==> src/rtl/bcu_pkg.sv <==
package bcu_pkg;

  typedef enum logic [1:0] {
    CLS_NONE = 2'd0,
    CLS_BR   = 2'd1,
    CLS_LOOP = 2'd2
  } bcu_cls_e;

  typedef struct packed {
    logic n;
    logic z;
    logic v;
    logic c;
  } bcu_flags_t;

  // condition selector is {instr[15], instr[10:8]}
  function automatic logic bcu_cond_eval(input logic [3:0] sel, input bcu_flags_t f);
    logic sx;
    logic res;
    sx = f.n ^ f.v;
    case (sel)
      4'h1:    res = 1'b1;
      4'h2:    res = ~f.z;
      4'h3:    res = f.z;
      4'h4:    res = ~sx;
      4'h5:    res = sx;
      4'h6:    res = ~(f.z | sx);
      4'h7:    res = f.z | sx;
      4'h8:    res = ~f.n;
      4'h9:    res = f.n;
      4'hA:    res = ~(f.c | f.z);
      4'hB:    res = f.c | f.z;
      4'hC:    res = ~f.v;
      4'hD:    res = f.v;
      4'hE:    res = ~f.c;
      4'hF:    res = f.c;
      default: res = 1'b0;
    endcase
    return res;
  endfunction

endpackage

==> src/rtl/bcu_decode.sv <==
module bcu_decode
  import bcu_pkg::*;
#(
  parameter int IW = 16
) (
  input  logic [IW-1:0] instr,
  output bcu_cls_e      cls,
  output logic [3:0]    cond_sel,
  output logic [2:0]    reg_sel,
  output logic [7:0]    disp8,
  output logic [5:0]    disp6
);
  localparam logic [6:0] LOOP_OP = 7'b0111111;

  logic grp_zero;
  logic reserved_row;

  assign grp_zero     = (instr[14:11] == 4'b0000);
  assign reserved_row = ~instr[15] & (instr[10:8] == 3'b000);
  assign cond_sel     = {instr[15], instr[10:8]};
  assign reg_sel      = instr[8:6];
  assign disp8        = instr[7:0];
  assign disp6        = instr[5:0];

  always_comb begin
    if (instr[15:9] == LOOP_OP)           cls = CLS_LOOP;
    else if (grp_zero && !reserved_row)   cls = CLS_BR;
    else                                  cls = CLS_NONE;
  end
endmodule

==> src/rtl/bcu_target.sv <==
module bcu_target
  import bcu_pkg::*;
#(
  parameter int AW = 16
) (
  input  logic [AW-1:0] pc,
  input  bcu_cls_e      cls,
  input  logic          take,
  input  logic [7:0]    disp8,
  input  logic [5:0]    disp6,
  output logic [AW-1:0] target
);
  localparam int SX_PAD = AW - 9;
  localparam int ZX_PAD = AW - 7;

  function automatic logic [AW-1:0] fwd_bytes(input logic [7:0] d);
    return {{SX_PAD{d[7]}}, d, 1'b0};
  endfunction

  function automatic logic [AW-1:0] back_bytes(input logic [5:0] d);
    return {{ZX_PAD{1'b0}}, d, 1'b0};
  endfunction

  always_comb begin
    target = pc;
    if (take) begin
      if (cls == CLS_BR)        target = pc + fwd_bytes(disp8);
      else if (cls == CLS_LOOP) target = pc - back_bytes(disp6);
    end
  end
endmodule

==> src/rtl/bcu_top.sv <==
module bcu_top
  import bcu_pkg::*;
#(
  parameter int AW = 16,
  parameter int RW = 16
) (
  input  logic          clk,
  input  logic          rst_n,
  input  logic [15:0]   instr_i,
  input  logic [AW-1:0] pc_i,
  input  logic [3:0]    flags_i,
  input  logic [RW-1:0] reg_i,
  output logic          valid_o,
  output logic          taken_o,
  output logic [AW-1:0] target_o,
  output logic          wr_en_o,
  output logic [2:0]    wr_sel_o,
  output logic [RW-1:0] wr_data_o
);
  localparam logic [RW-1:0] ONE = RW'(1);

  bcu_cls_e      cls;
  logic [3:0]    cond_sel;
  logic [2:0]    reg_sel;
  logic [7:0]    disp8;
  logic [5:0]    disp6;
  logic          cond_hit;
  logic [RW-1:0] loop_dec;
  logic          loop_nz;
  logic          take_now;
  logic [AW-1:0] tgt_now;
  bcu_flags_t    fl;

  assign fl = bcu_flags_t'(flags_i);

  bcu_decode #(.IW(16)) u_dec (
    .instr(instr_i), .cls(cls), .cond_sel(cond_sel),
    .reg_sel(reg_sel), .disp8(disp8), .disp6(disp6)
  );

  assign cond_hit = bcu_cond_eval(cond_sel, fl);
  assign loop_dec = reg_i - ONE;
  assign loop_nz  = |loop_dec;

  always_comb begin
    case (cls)
      CLS_BR:   take_now = cond_hit;
      CLS_LOOP: take_now = loop_nz;
      default:  take_now = 1'b0;
    endcase
  end

  bcu_target #(.AW(AW)) u_tgt (
    .pc(pc_i), .cls(cls), .take(take_now),
    .disp8(disp8), .disp6(disp6), .target(tgt_now)
  );

  always_ff @(posedge clk) begin
    if (!rst_n) begin
      valid_o   <= 1'b0;
      taken_o   <= 1'b0;
      target_o  <= '0;
      wr_en_o   <= 1'b0;
      wr_sel_o  <= '0;
      wr_data_o <= '0;
    end else begin
      valid_o   <= (cls != CLS_NONE);
      taken_o   <= take_now;
      target_o  <= tgt_now;
      wr_en_o   <= (cls == CLS_LOOP);
      wr_sel_o  <= (cls == CLS_LOOP) ? reg_sel : 3'd0;
      wr_data_o <= (cls == CLS_LOOP) ? loop_dec : '0;
    end
  end


  inv_quiet_chk: assert property (@(posedge clk) disable iff (!rst_n)
    !valid_o |-> (!taken_o && !wr_en_o));


  fallthru_pc_chk: assert property (@(posedge clk) disable iff (!rst_n)
    (cls != CLS_NONE && !take_now) |=> (target_o == $past(pc_i)));


  wb_dec_chk: assert property (@(posedge clk) disable iff (!rst_n)
    (cls == CLS_LOOP) |=> (wr_en_o && wr_data_o == $past(reg_i) - ONE));


  loop_take_nz_chk: assert property (@(posedge clk) disable iff (!rst_n)
    (wr_en_o && taken_o) |-> (wr_data_o != '0));


  br_no_wb_chk: assert property (@(posedge clk) disable iff (!rst_n)
    (cls == CLS_BR) |=> (valid_o && !wr_en_o));
endmodule

==> config.mk <==
export PLATFORM = sky130hd
export DESIGN_NAME = bcu_top
export DESIGN_NICKNAME = d
export VERILOG_FILES = /design/src/rtl/bcu_pkg.sv /design/src/rtl/bcu_decode.sv /design/src/rtl/bcu_target.sv /design/src/rtl/bcu_top.sv
export SDC_FILE = /design/constraint.sdc
export NUM_CORES = 1
export LEC_CHECK = 0
export BUFFER_PORTS_ARGS = -buffer_cell sky130_fd_sc_hd__buf_2
export CAP_MARGIN = 15
export CORE_ASPECT_RATIO = 2
export CORE_MARGIN = 5
export CORE_UTILIZATION = 57
export CTS_BUF_LIST = sky130_fd_sc_hd__clkbuf_8
export DETAILED_ROUTE_END_ITERATION = 12
export HOLD_SLACK_MARGIN = 0.03
export MAX_ROUTING_LAYER = met4
export PLACE_DENSITY = 0.88
export SYNTH_ARGS = -nofsm -noshare
export SYNTH_HDL_FRONTEND = slang
export SYNTH_SLANG_ARGS = --single-unit
==> constraint.sdc <==
create_clock -name clk -period 4.3 [get_ports clk]
set_input_delay 0.86 -clock clk [delete_from_list [all_inputs] [get_ports clk]]
set_output_delay 0.86 -clock clk [all_outputs]
set_load 0.01 [all_outputs]
Word level (Yosys, flattened, before mapping)
Index checks and enable logic that the tools add are counted.
{ "totals": {"input_bits": 54, "word_cells": 53, "regBits": 38, "out_inout_bits": 38} }
{ "op_classes": {"n_eq_ne": 18, "add_sub_neg": 3, "bitwise_logic": 12, "reduce_logical": 7, "muxes": 7} }
{ "op_table": {"columns": ["op", "count"], "rows": [
  ["2-to-1 mux 16 bit", 3],
  ["== test 4 bit (second input constant)", 8],
  ["adder 16 bit", 1],
  ["== test 4 x 3 -> 1 bit (second input constant)", 4],
  ["OR reduction 16 bit", 1],
  ["subtractor 16 x 1 -> 16 bit (second input constant)", 1],
  ["subtractor 16 x 7 -> 16 bit", 1],
  ["case mux 1 bit (15 select lines)", 1],
  ["== test 4 x 2 -> 1 bit (second input constant)", 2],
  ["NOT 1 bit", 8],
  ["== test 7 x 6 -> 1 bit (second input constant)", 1],
  ["== test 4 x 1 -> 1 bit (second input constant)", 1],
  ["logical NOT 4 bit", 1],
  ["logical NOT 3 bit", 1],
  ["== test 2 x 1 -> 1 bit (second input constant)", 1],
  ["== test 2 bit (second input constant)", 1],
  ["2-to-1 mux 2 bit", 1],
  ["bitwise OR 1 bit", 2],
  ["case mux 1 bit (2 select lines)", 1],
  ["AND reduction 2 bit", 1],
  ["nonzero test 2 bit", 1],
  ["AND 1 bit", 1],
  ["logical AND 1 bit", 1],
  ["logical NOT 1 bit", 1],
  ["2 further kinds", 2]
]} }

Logic depth before layout (Yosys ltp)
Gate-level depths: netlist (run 1).
{ "depth": {"depth_word": 10, "ltp_mapped": 11, "mapped_depth_nobuf": 11} }

Cells and area by module
A second synthesis (run 1) with hierarchy kept.
{ "unflattened": {"hier_cells": 408, "hier_area_um2": 3250.6} }
{ "modules_own_cells": {"columns": ["mod", "seq_area_each_um2", "area_each_um2", "n_inst", "cells_per_inst"], "rows": [
  ["bcu_top", 760.7, 1541.5, 1, 159],
  ["bcu_target", 0.0, 1516.5, 1, 222],
  ["bcu_decode", 0.0, 192.7, 1, 27]
]} }

Worst setup path before layout (run 1)
Ideal clock, no wire load.
{ "synth_path": {"path_kind": "input -> register", "from": "input port reg_i[1]", "to": "register target_o[10]", "required_time_ns": 4.218, "arrival_ns": 2.950, "path_buffers": 0, "slack_ns": 1.268, "setup_ns": 0.082, "path_stages": 10, "cell_sequence": "inv_1 -> ha_1 -> or4b_4 -> or3_1 -> a21oi_2 -> a2111oi_2 -> o21ai_4 -> inv_2 -> or4_1 -> o2111ai_1"} }
{ "synth_via": {"elab_chain_len": 4} }
{ "synth_rtl": {"columns": ["item", "line_no", "source"], "rows": [
  ["start, declared", "bcu_top.sv:12", "input logic [RW-1:0] reg_i,"],
  ["subtractor 16 x 1 -> 16 bit", "bcu_top.sv:42", "assign loop_dec = reg_i - ONE;"],
  ["OR reduction 16 bit", "bcu_top.sv:43", "assign loop_nz = |loop_dec;"],
  ["case mux 1 bit (2 select lines)", "bcu_top.sv:46", "case (cls)"],
  ["2-to-1 mux 16 bit", "bcu_target.sv:26", "if (take) begin"],
  ["end signal, assigned", "bcu_top.sv:69", "target_o <= tgt_now;"],
  ["end, declared", "bcu_top.sv:15", "output logic [AW-1:0] target_o,"]
]} }
No other way between the ends.
A chain may end at the register's enable or synchronous reset.

Final worst setup path (run 1)
{ "layout_path": {"from": "input port instr_i[3]", "to": "register target_o[14]"} }
{ "layout_via": {"elab_chain_len": 4, "elab_cells_between_ends": 5, "classes_between": "add/sub (2); mux (3)"} }
{ "layout_rtl": {"columns": ["item", "line_no", "source"], "rows": [
  ["start, declared", "bcu_top.sv:9", "input logic [15:0] instr_i,"],
  ["subtractor 16 x 7 -> 16 bit", "bcu_target.sv:28", "else if (cls == CLS_LOOP) target = pc - back_bytes(disp6);"],
  ["2-to-1 mux 16 bit", "bcu_target.sv:28", null],
  ["2-to-1 mux 16 bit (*)", "bcu_target.sv:27", "if (cls == CLS_BR) target = pc + fwd_bytes(disp8);"],
  ["2-to-1 mux 16 bit (*)", "bcu_target.sv:26", null]
]} }
Every way passes the cells marked *; elsewhere a longest branch is shown, timed or not.

==> flow_summary.json, run 1 <==
{
  "crit_slowest_cell": "a221oi_1",
  "min_from": "pc_i[0]",
  "cts_tree": "done",
  "run_status": "complete, no violations",
  "crit_chain": "buf_2 > inv_1 > ha_1 > inv_1 > a21oi_1 > o211ai_1 > a31o_2 > a221oi_1 > o21ai_0 > xor2_1 > o221a_2",
  "crit_family": "compound AO/OA/AOI/OAI gates",
  "die_area_sq_mm": 0.006365,
  "min_period_ps": 3096,
  "relSlewSlack_pct": 51.00,
  "grt_usage_pct": 27.57,
  "clockBufferDepth": 2,
  "synthCells": 343,
  "cp_max_fo": 9,
  "worstPathRequired_ps": 4490,
  "synth-edff-count": 0,
  "syn-num-nets": 421,
  "critical-path-max-stage-delay_ps": 440,
  "wire_per_inst_microns": 16.90,
  "drtAntennaViolNets": 0,
  "drc_errors": 0,
  "cts_resized": 0,
  "cts_buffers": 5,
  "net-switching-power_mw": 0.2690,
  "grt_pass1_vias": 3101,
  "final_cell_mix": "buf_2 (91), nor2_1 (39), dfxtp_1 (38)",
  "synth_seq_area_share_pct": 27.83,
  "gr-total-overflow": 0,
  "fmax_mhz": 323.0,
  "rsz0062_at_grt": "false",
  "synth_top_cell_by_area": "dfxtp_1",
  "antenna_cells": 0,
  "netlist_area_sq_mm": 0.002734,
  "yosysUniqueCellTypes": 63,
  "worst_slew_pin_slew_ps": 728.2,
  "holdWs_ps": 766.9,
  "placed_cells": 478,
  "pin_count": 92,
  "routed_wl_mm": 8.211,
  "sw_frac_of_total_pct": 28.15,
  "synthArstFlopShare_pct": 0,
  "row_count": 35,
  "end_kind": "flop",
  "clk_pin_slew_worst_paths_ps": 80,
  "maxCapViolations": 0,
  "fin_tns_setup_ps": 0,
  "yosys_warnings": 0,
  "grt_max_degree": 23,
  "syn-mean-instance-area_sq_um": 7.970,
  "cts_root_buffer": "clkbuf_8",
  "yosys_most_used_dff": "dfxtp_1",
  "yosys-top-cells-area": "dfxtp_1 (28%), ha_1 (10%), nor2_1 (5.4%)",
  "critical_path_class": "in2reg",
  "worst_ep_arrival_time_ps": 3290,
  "htree_levels": 2,
  "worst-path-buf-inv": 3,
  "final_common_cell": "buf_2",
  "powerDensity_mw_per_mm2": 283.5,
  "worst_path_most_repeated_cell": "inv_1",
  "cts_sinks": 38,
  "period_share_pct": 71.99,
  "drt-vias-per-instance": 6.257,
  "hp-class": "in2reg",
  "dpl-instance-area_sq_mm": 0.003233,
  "hold_path_end": "target_o[0]",
  "layout.cells.non_filler": 486,
  "report.final.slew_viol_count": 0,
  "pwr-share-comb_pct": 23.6,
  "die_y_microns": 107.9,
  "power_leakage_nw": 1.599,
  "cp-start-kind": "input pin",
  "gp_congestion": 0.9784,
  "fin_nets": 508,
  "start_util_pct": 58.89,
  "clockPowerShare_pct": 38.3,
  "port-buffer-count": 91,
  "grt_antenna_before_repair": 0,
  "first_pass_iters": 4,
  "final_area_sq_mm": 0.003371,
  "vias": 3041,
  "hold_viol_final": 0,
  "synth_top_area_share_pct": 27.83,
  "die_w_microns": 58.97,
  "place.detailed.hpwl_mm": 6.674,
  "synth-seq-cells": 38,
  "grt_pass1_wl_mm": 13.32,
  "cts_setup_buffers": 0,
  "intPower_mw": 0.6866,
  "drt_iter0_markers": 166,
  "pwr-share-seq_pct": 38.0,
  "core_sq_mm": 0.004642,
  "drive_gt1_share_pct": 26.68,
  "syn2layout_area_growth_pct": 23.30,
  "holdPathStages": 2,
  "vdd_drop_max_v": 0.0002103,
  "setup_violations": 0,
  "cts_hold_buf": 0
}
## cells in the mapped netlist, types with 3 or more instances
| library cell | instances |
|---|---|
| a211oi_1 | 3 |
| a21o_1 | 7 |
| a21oi_1 | 24 |
| a22oi_1 | 5 |
| and2_1 | 4 |
| and3_1 | 6 |
| clkbuf_1 | 12 |
| dfxtp_1 | 38 |
| ha_1 | 22 |
| inv_1 | 18 |
| nand2_1 | 18 |
| nand2b_1 | 5 |
| nand3_1 | 4 |
| nand4_1 | 3 |
| nor2_1 | 39 |
| nor2b_1 | 5 |
| nor3_1 | 19 |
| nor4_1 | 6 |
| o211ai_1 | 4 |
| o21ai_0 | 22 |
| o221ai_1 | 3 |
| o22ai_1 | 3 |
| or3_1 | 5 |
| or4_1 | 3 |
| xnor2_1 | 13 |
| xor2_1 | 5 |
## flip-flops by register name (all words and copies together) (netlist names)
register and cells:
wr_en_o 1, taken_o 1, wr_data_o 16, target_o 16, valid_o 1, wr_sel_o 3
## per-stage QoR
step / power, mW / util, % / worst slack, ps
2_1_floorplan: 0.5089 / - / 1268
3_3_place_gp: 0.5874 / 69.65 / 1026
3_5_place_dp: 0.5935 / 69.65 / 924.0
4_1_cts: 0.9569 / 72.61 / 1239
5_1_grt: 0.9969 / 72.61 / 1011
6_report: 0.9555 / 72.61 / 1204
## power by group through the flow
stage	registers (mW)	logic, mW	clock network, mW
2_1_floorplan	0.377	0.132	0
3_3_place_gp	0.372	0.216	0
3_5_place_dp	0.372	0.222	0
4_1_cts	0.364	0.223	0.370
5_1_grt	0.364	0.250	0.383
6_report	0.363	0.226	0.366
## per-layer routing
layer  vias up  track usage, %  part of all wire (%)
met5         -               -                     0
met4         0           19.61                   5.0
met3        36           3.704                   4.7
met2       121           52.14                    58
met1      1457           23.03                    32
li1       1427               -                     -
## final cells by class
| class | count | area (sq um) |
|---|---|---|
| clock buffer | 5 | 68.82 |
| clock inverter | 3 | 68.82 |
| fill | 406 | 1271 |
| inverter | 20 | 75.07 |
| multi-input combinational | 271 | 1851 |
| sequential | 38 | 760.7 |
| tap | 55 | 68.82 |
| timing repair buffer | 94 | 478.0 |
## cells by family (layout without fill, tap and decap cells)
| family | after synthesis | after routing | share of synthesized area, % |
|---|---|---|---|
| simple gates | 126 | 126 | 23.66 |
| compound gates | 100 | 100 | 25.31 |
| fa+ha+maj | 24 | 24 | 11.53 |
| mux | 3 | 3 | 1.144 |
| xor+xnor | 18 | 18 | 5.767 |
| flops | 38 | 38 | 27.83 |
| buf+inv | 34 | 122 | 4.759 |
## worst max path at each step
| stage | slack [ps] | end | depth (start not counted) | startpoint |
|---|---|---|---|---|
| floorplan | 1270 | target_o[10] | 10 | reg_i[1] |
| global placement | 1030 | target_o[14] | 11 | instr_i[3] |
| detailed placement | 920 | target_o[14] | 11 | instr_i[3] |
| CTS | 1240 | target_o[14] | 11 | instr_i[3] |
| global route | 1010 | target_o[14] | 11 | instr_i[3] |
| finish | 1200 | target_o[14] | 11 | instr_i[3] |
Power figures use the tool's default switching activity.
==> run 2: changes to the inputs <==
--- a/config.mk
+++ b/config.mk
@@ -9,12 +9,12 @@
 export CAP_MARGIN = 15
 export CORE_ASPECT_RATIO = 2
 export CORE_MARGIN = 5
-export CORE_UTILIZATION = 57
+export CORE_UTILIZATION = 52
 export CTS_BUF_LIST = sky130_fd_sc_hd__clkbuf_8
 export DETAILED_ROUTE_END_ITERATION = 12
 export HOLD_SLACK_MARGIN = 0.03
 export MAX_ROUTING_LAYER = met4
-export PLACE_DENSITY = 0.88
+export PLACE_DENSITY = 0.81
 export SYNTH_ARGS = -nofsm -noshare
 export SYNTH_HDL_FRONTEND = slang
 export SYNTH_SLANG_ARGS = --single-unit
==> constraint.sdc (replaced) <==
create_clock -name clk -period 3.1 [get_ports clk]
set_input_delay 0.62 -clock clk [delete_from_list [all_inputs] [get_ports clk]]
set_output_delay 0.62 -clock clk [all_outputs]
set_load 0.01 [all_outputs]
==> flow_summary.json, run 2 (synthesis gave the netlist of run 1 again) <==
{
  "hold_path_end": "target_o[0]",
  "htree_levels": 2,
  "min_from": "pc_i[0]",
  "gp_congestion": 0.9674,
  "drive_gt1_share_pct": 28.83,
  "rsz0062_at_grt": "false",
  "worst_slew_pin_slew_ps": 633.8,
  "largestRegisters": "target_o x16, wr_data_o x16, wr_sel_o x3",
  "die_area_sq_mm": 0.006895,
  "fin_nets": 521,
  "antenna_cells": 0,
  "end_kind": "flop",
  "report.final.slew_viol_count": 0,
  "core_sq_mm": 0.005139,
  "vias": 3047,
  "cts_hold_buf": 0,
  "cts_buffers": 5,
  "die_y_microns": 112.5,
  "gr-total-overflow": 0,
  "final_common_cell": "buf_2",
  "relSlewSlack_pct": 57.35,
  "worstPathRequired_ps": 3300,
  "grt_pass1_vias": 3129,
  "clk_pin_slew_worst_paths_ps": 80,
  "drt-vias-per-instance": 6.070,
  "start_util_pct": 53.20,
  "pin_count": 92,
  "powerDensity_mw_per_mm2": 385.0,
  "worst_ep_arrival_time_ps": 2970,
  "min_period_ps": 2769,
  "period_share_pct": 89.32,
  "fin_tns_setup_ps": 0,
  "power_leakage_nw": 1.664,
  "final_cell_mix": "buf_2 (91), nor2_1 (39), dfxtp_1 (38)",
  "hp-class": "in2reg",
  "grt_max_degree": 20,
  "cp-start-kind": "input pin",
  "clockBufferDepth": 2,
  "cts_sinks": 38,
  "setup_violations": 0,
  "place.detailed.hpwl_mm": 7.116,
  "vdd_drop_max_v": 0.0004933,
  "grt_usage_pct": 27.59,
  "cts_setup_buffers": 0,
  "drt_iter0_markers": 157,
  "syn2layout_area_growth_pct": 27.46,
  "cts_tree": "done",
  "run_status": "complete, no violations",
  "critical_path_class": "in2reg",
  "cts_root_buffer": "clkbuf_8",
  "drtAntennaViolNets": 0,
  "routed_wl_mm": 8.715,
  "port-buffer-count": 91,
  "final_area_sq_mm": 0.003485,
  "grt_pass1_wl_mm": 13.90,
  "nFillCells": 486,
  "cts_resized": 0,
  "hold_viol_final": 0,
  "row_count": 37,
  "first_pass_iters": 4,
  "drc_errors": 0,
  "die_w_microns": 61.27,
  "fmax_mhz": 361.2,
  "maxCapViolations": 0,
  "holdWs_ps": 536.5,
  "grt_antenna_before_repair": 0,
  "dpl-instance-area_sq_mm": 0.003347,
  "holdPathStages": 2,
  "cp_max_fo": 9,
  "wire_per_inst_microns": 17.36
}
[run 2: worst max-delay path: stages]
cell and delay (ps):
buf_2 110, inv_1 70, ha_1 150, or4b_4 480, nor3_1 150, o2bb2a_1 240
a2111oi_2 440, o21ai_4 120, inv_2 70, buf_4 180, nor2_1 80, o221a_2 250
[run 2: cell type report]
class | instances | area (sq um) | share of cell area [%]
timing repair buffer | 107 | 588.1 | 16.88
sequential | 38 | 760.7 | 21.83
multi-input combinational | 271 | 1851 | 53.11
inverter | 20 | 75.07 | 2.154
tap | 58 | 72.57 | 2.083
clock buffer | 5 | 68.82 | 1.975
clock inverter | 3 | 68.82 | 1.975
[run 2: how the worst max path moves through the flow]
stage	from	to	slack, ps	cells past startpoint
global placement	instr_i[0]	target_o[15]	100	12
detailed placement	reg_i[1]	target_o[14]	10	12
CTS	reg_i[1]	target_o[14]	340	12
global route	reg_i[1]	target_o[5]	200	12
finish	reg_i[1]	target_o[14]	330	12
floorplan	reg_i[1]	target_o[10]	310	10
[run 2: per-layer routing]
layer | share of wire (%) | up-vias | track usage, %
met5 | 0 | - | -
met4 | 5.4 | 0 | 18.67
met3 | 5.1 | 43 | 4.373
met2 | 59 | 129 | 51.20
met1 | 30 | 1413 | 22.65
li1 | - | 1462 | -
[run 2: through the flow]
step / util (%) / instances / total power [mW] / setup slack (ps)
final: 67.81 / 502 / 1.342 / 331.2
after floorplan: - / 343 / 0.7059 / 308.3
after CTS: 67.81 / 502 / 1.347 / 340.9
after detailed placement: 65.13 / 494 / 0.8374 / 14.61
after global placement: 65.13 / 494 / 0.8316 / 95.56
after global routing: 67.81 / 502 / 1.417 / 196.0
[run 2: power breakdown]
part | switching, mW | total (mW) | leakage [nW] | internal (mW)
sequential | 0.00323 | 0.504 | 0.311 | 0.501
combinational | 0.187 | 0.326 | 1.28 | 0.139
clock | 0.188 | 0.511 | 0.0683 | 0.322
total | 0.379 | 1.34 | 1.66 | 0.963
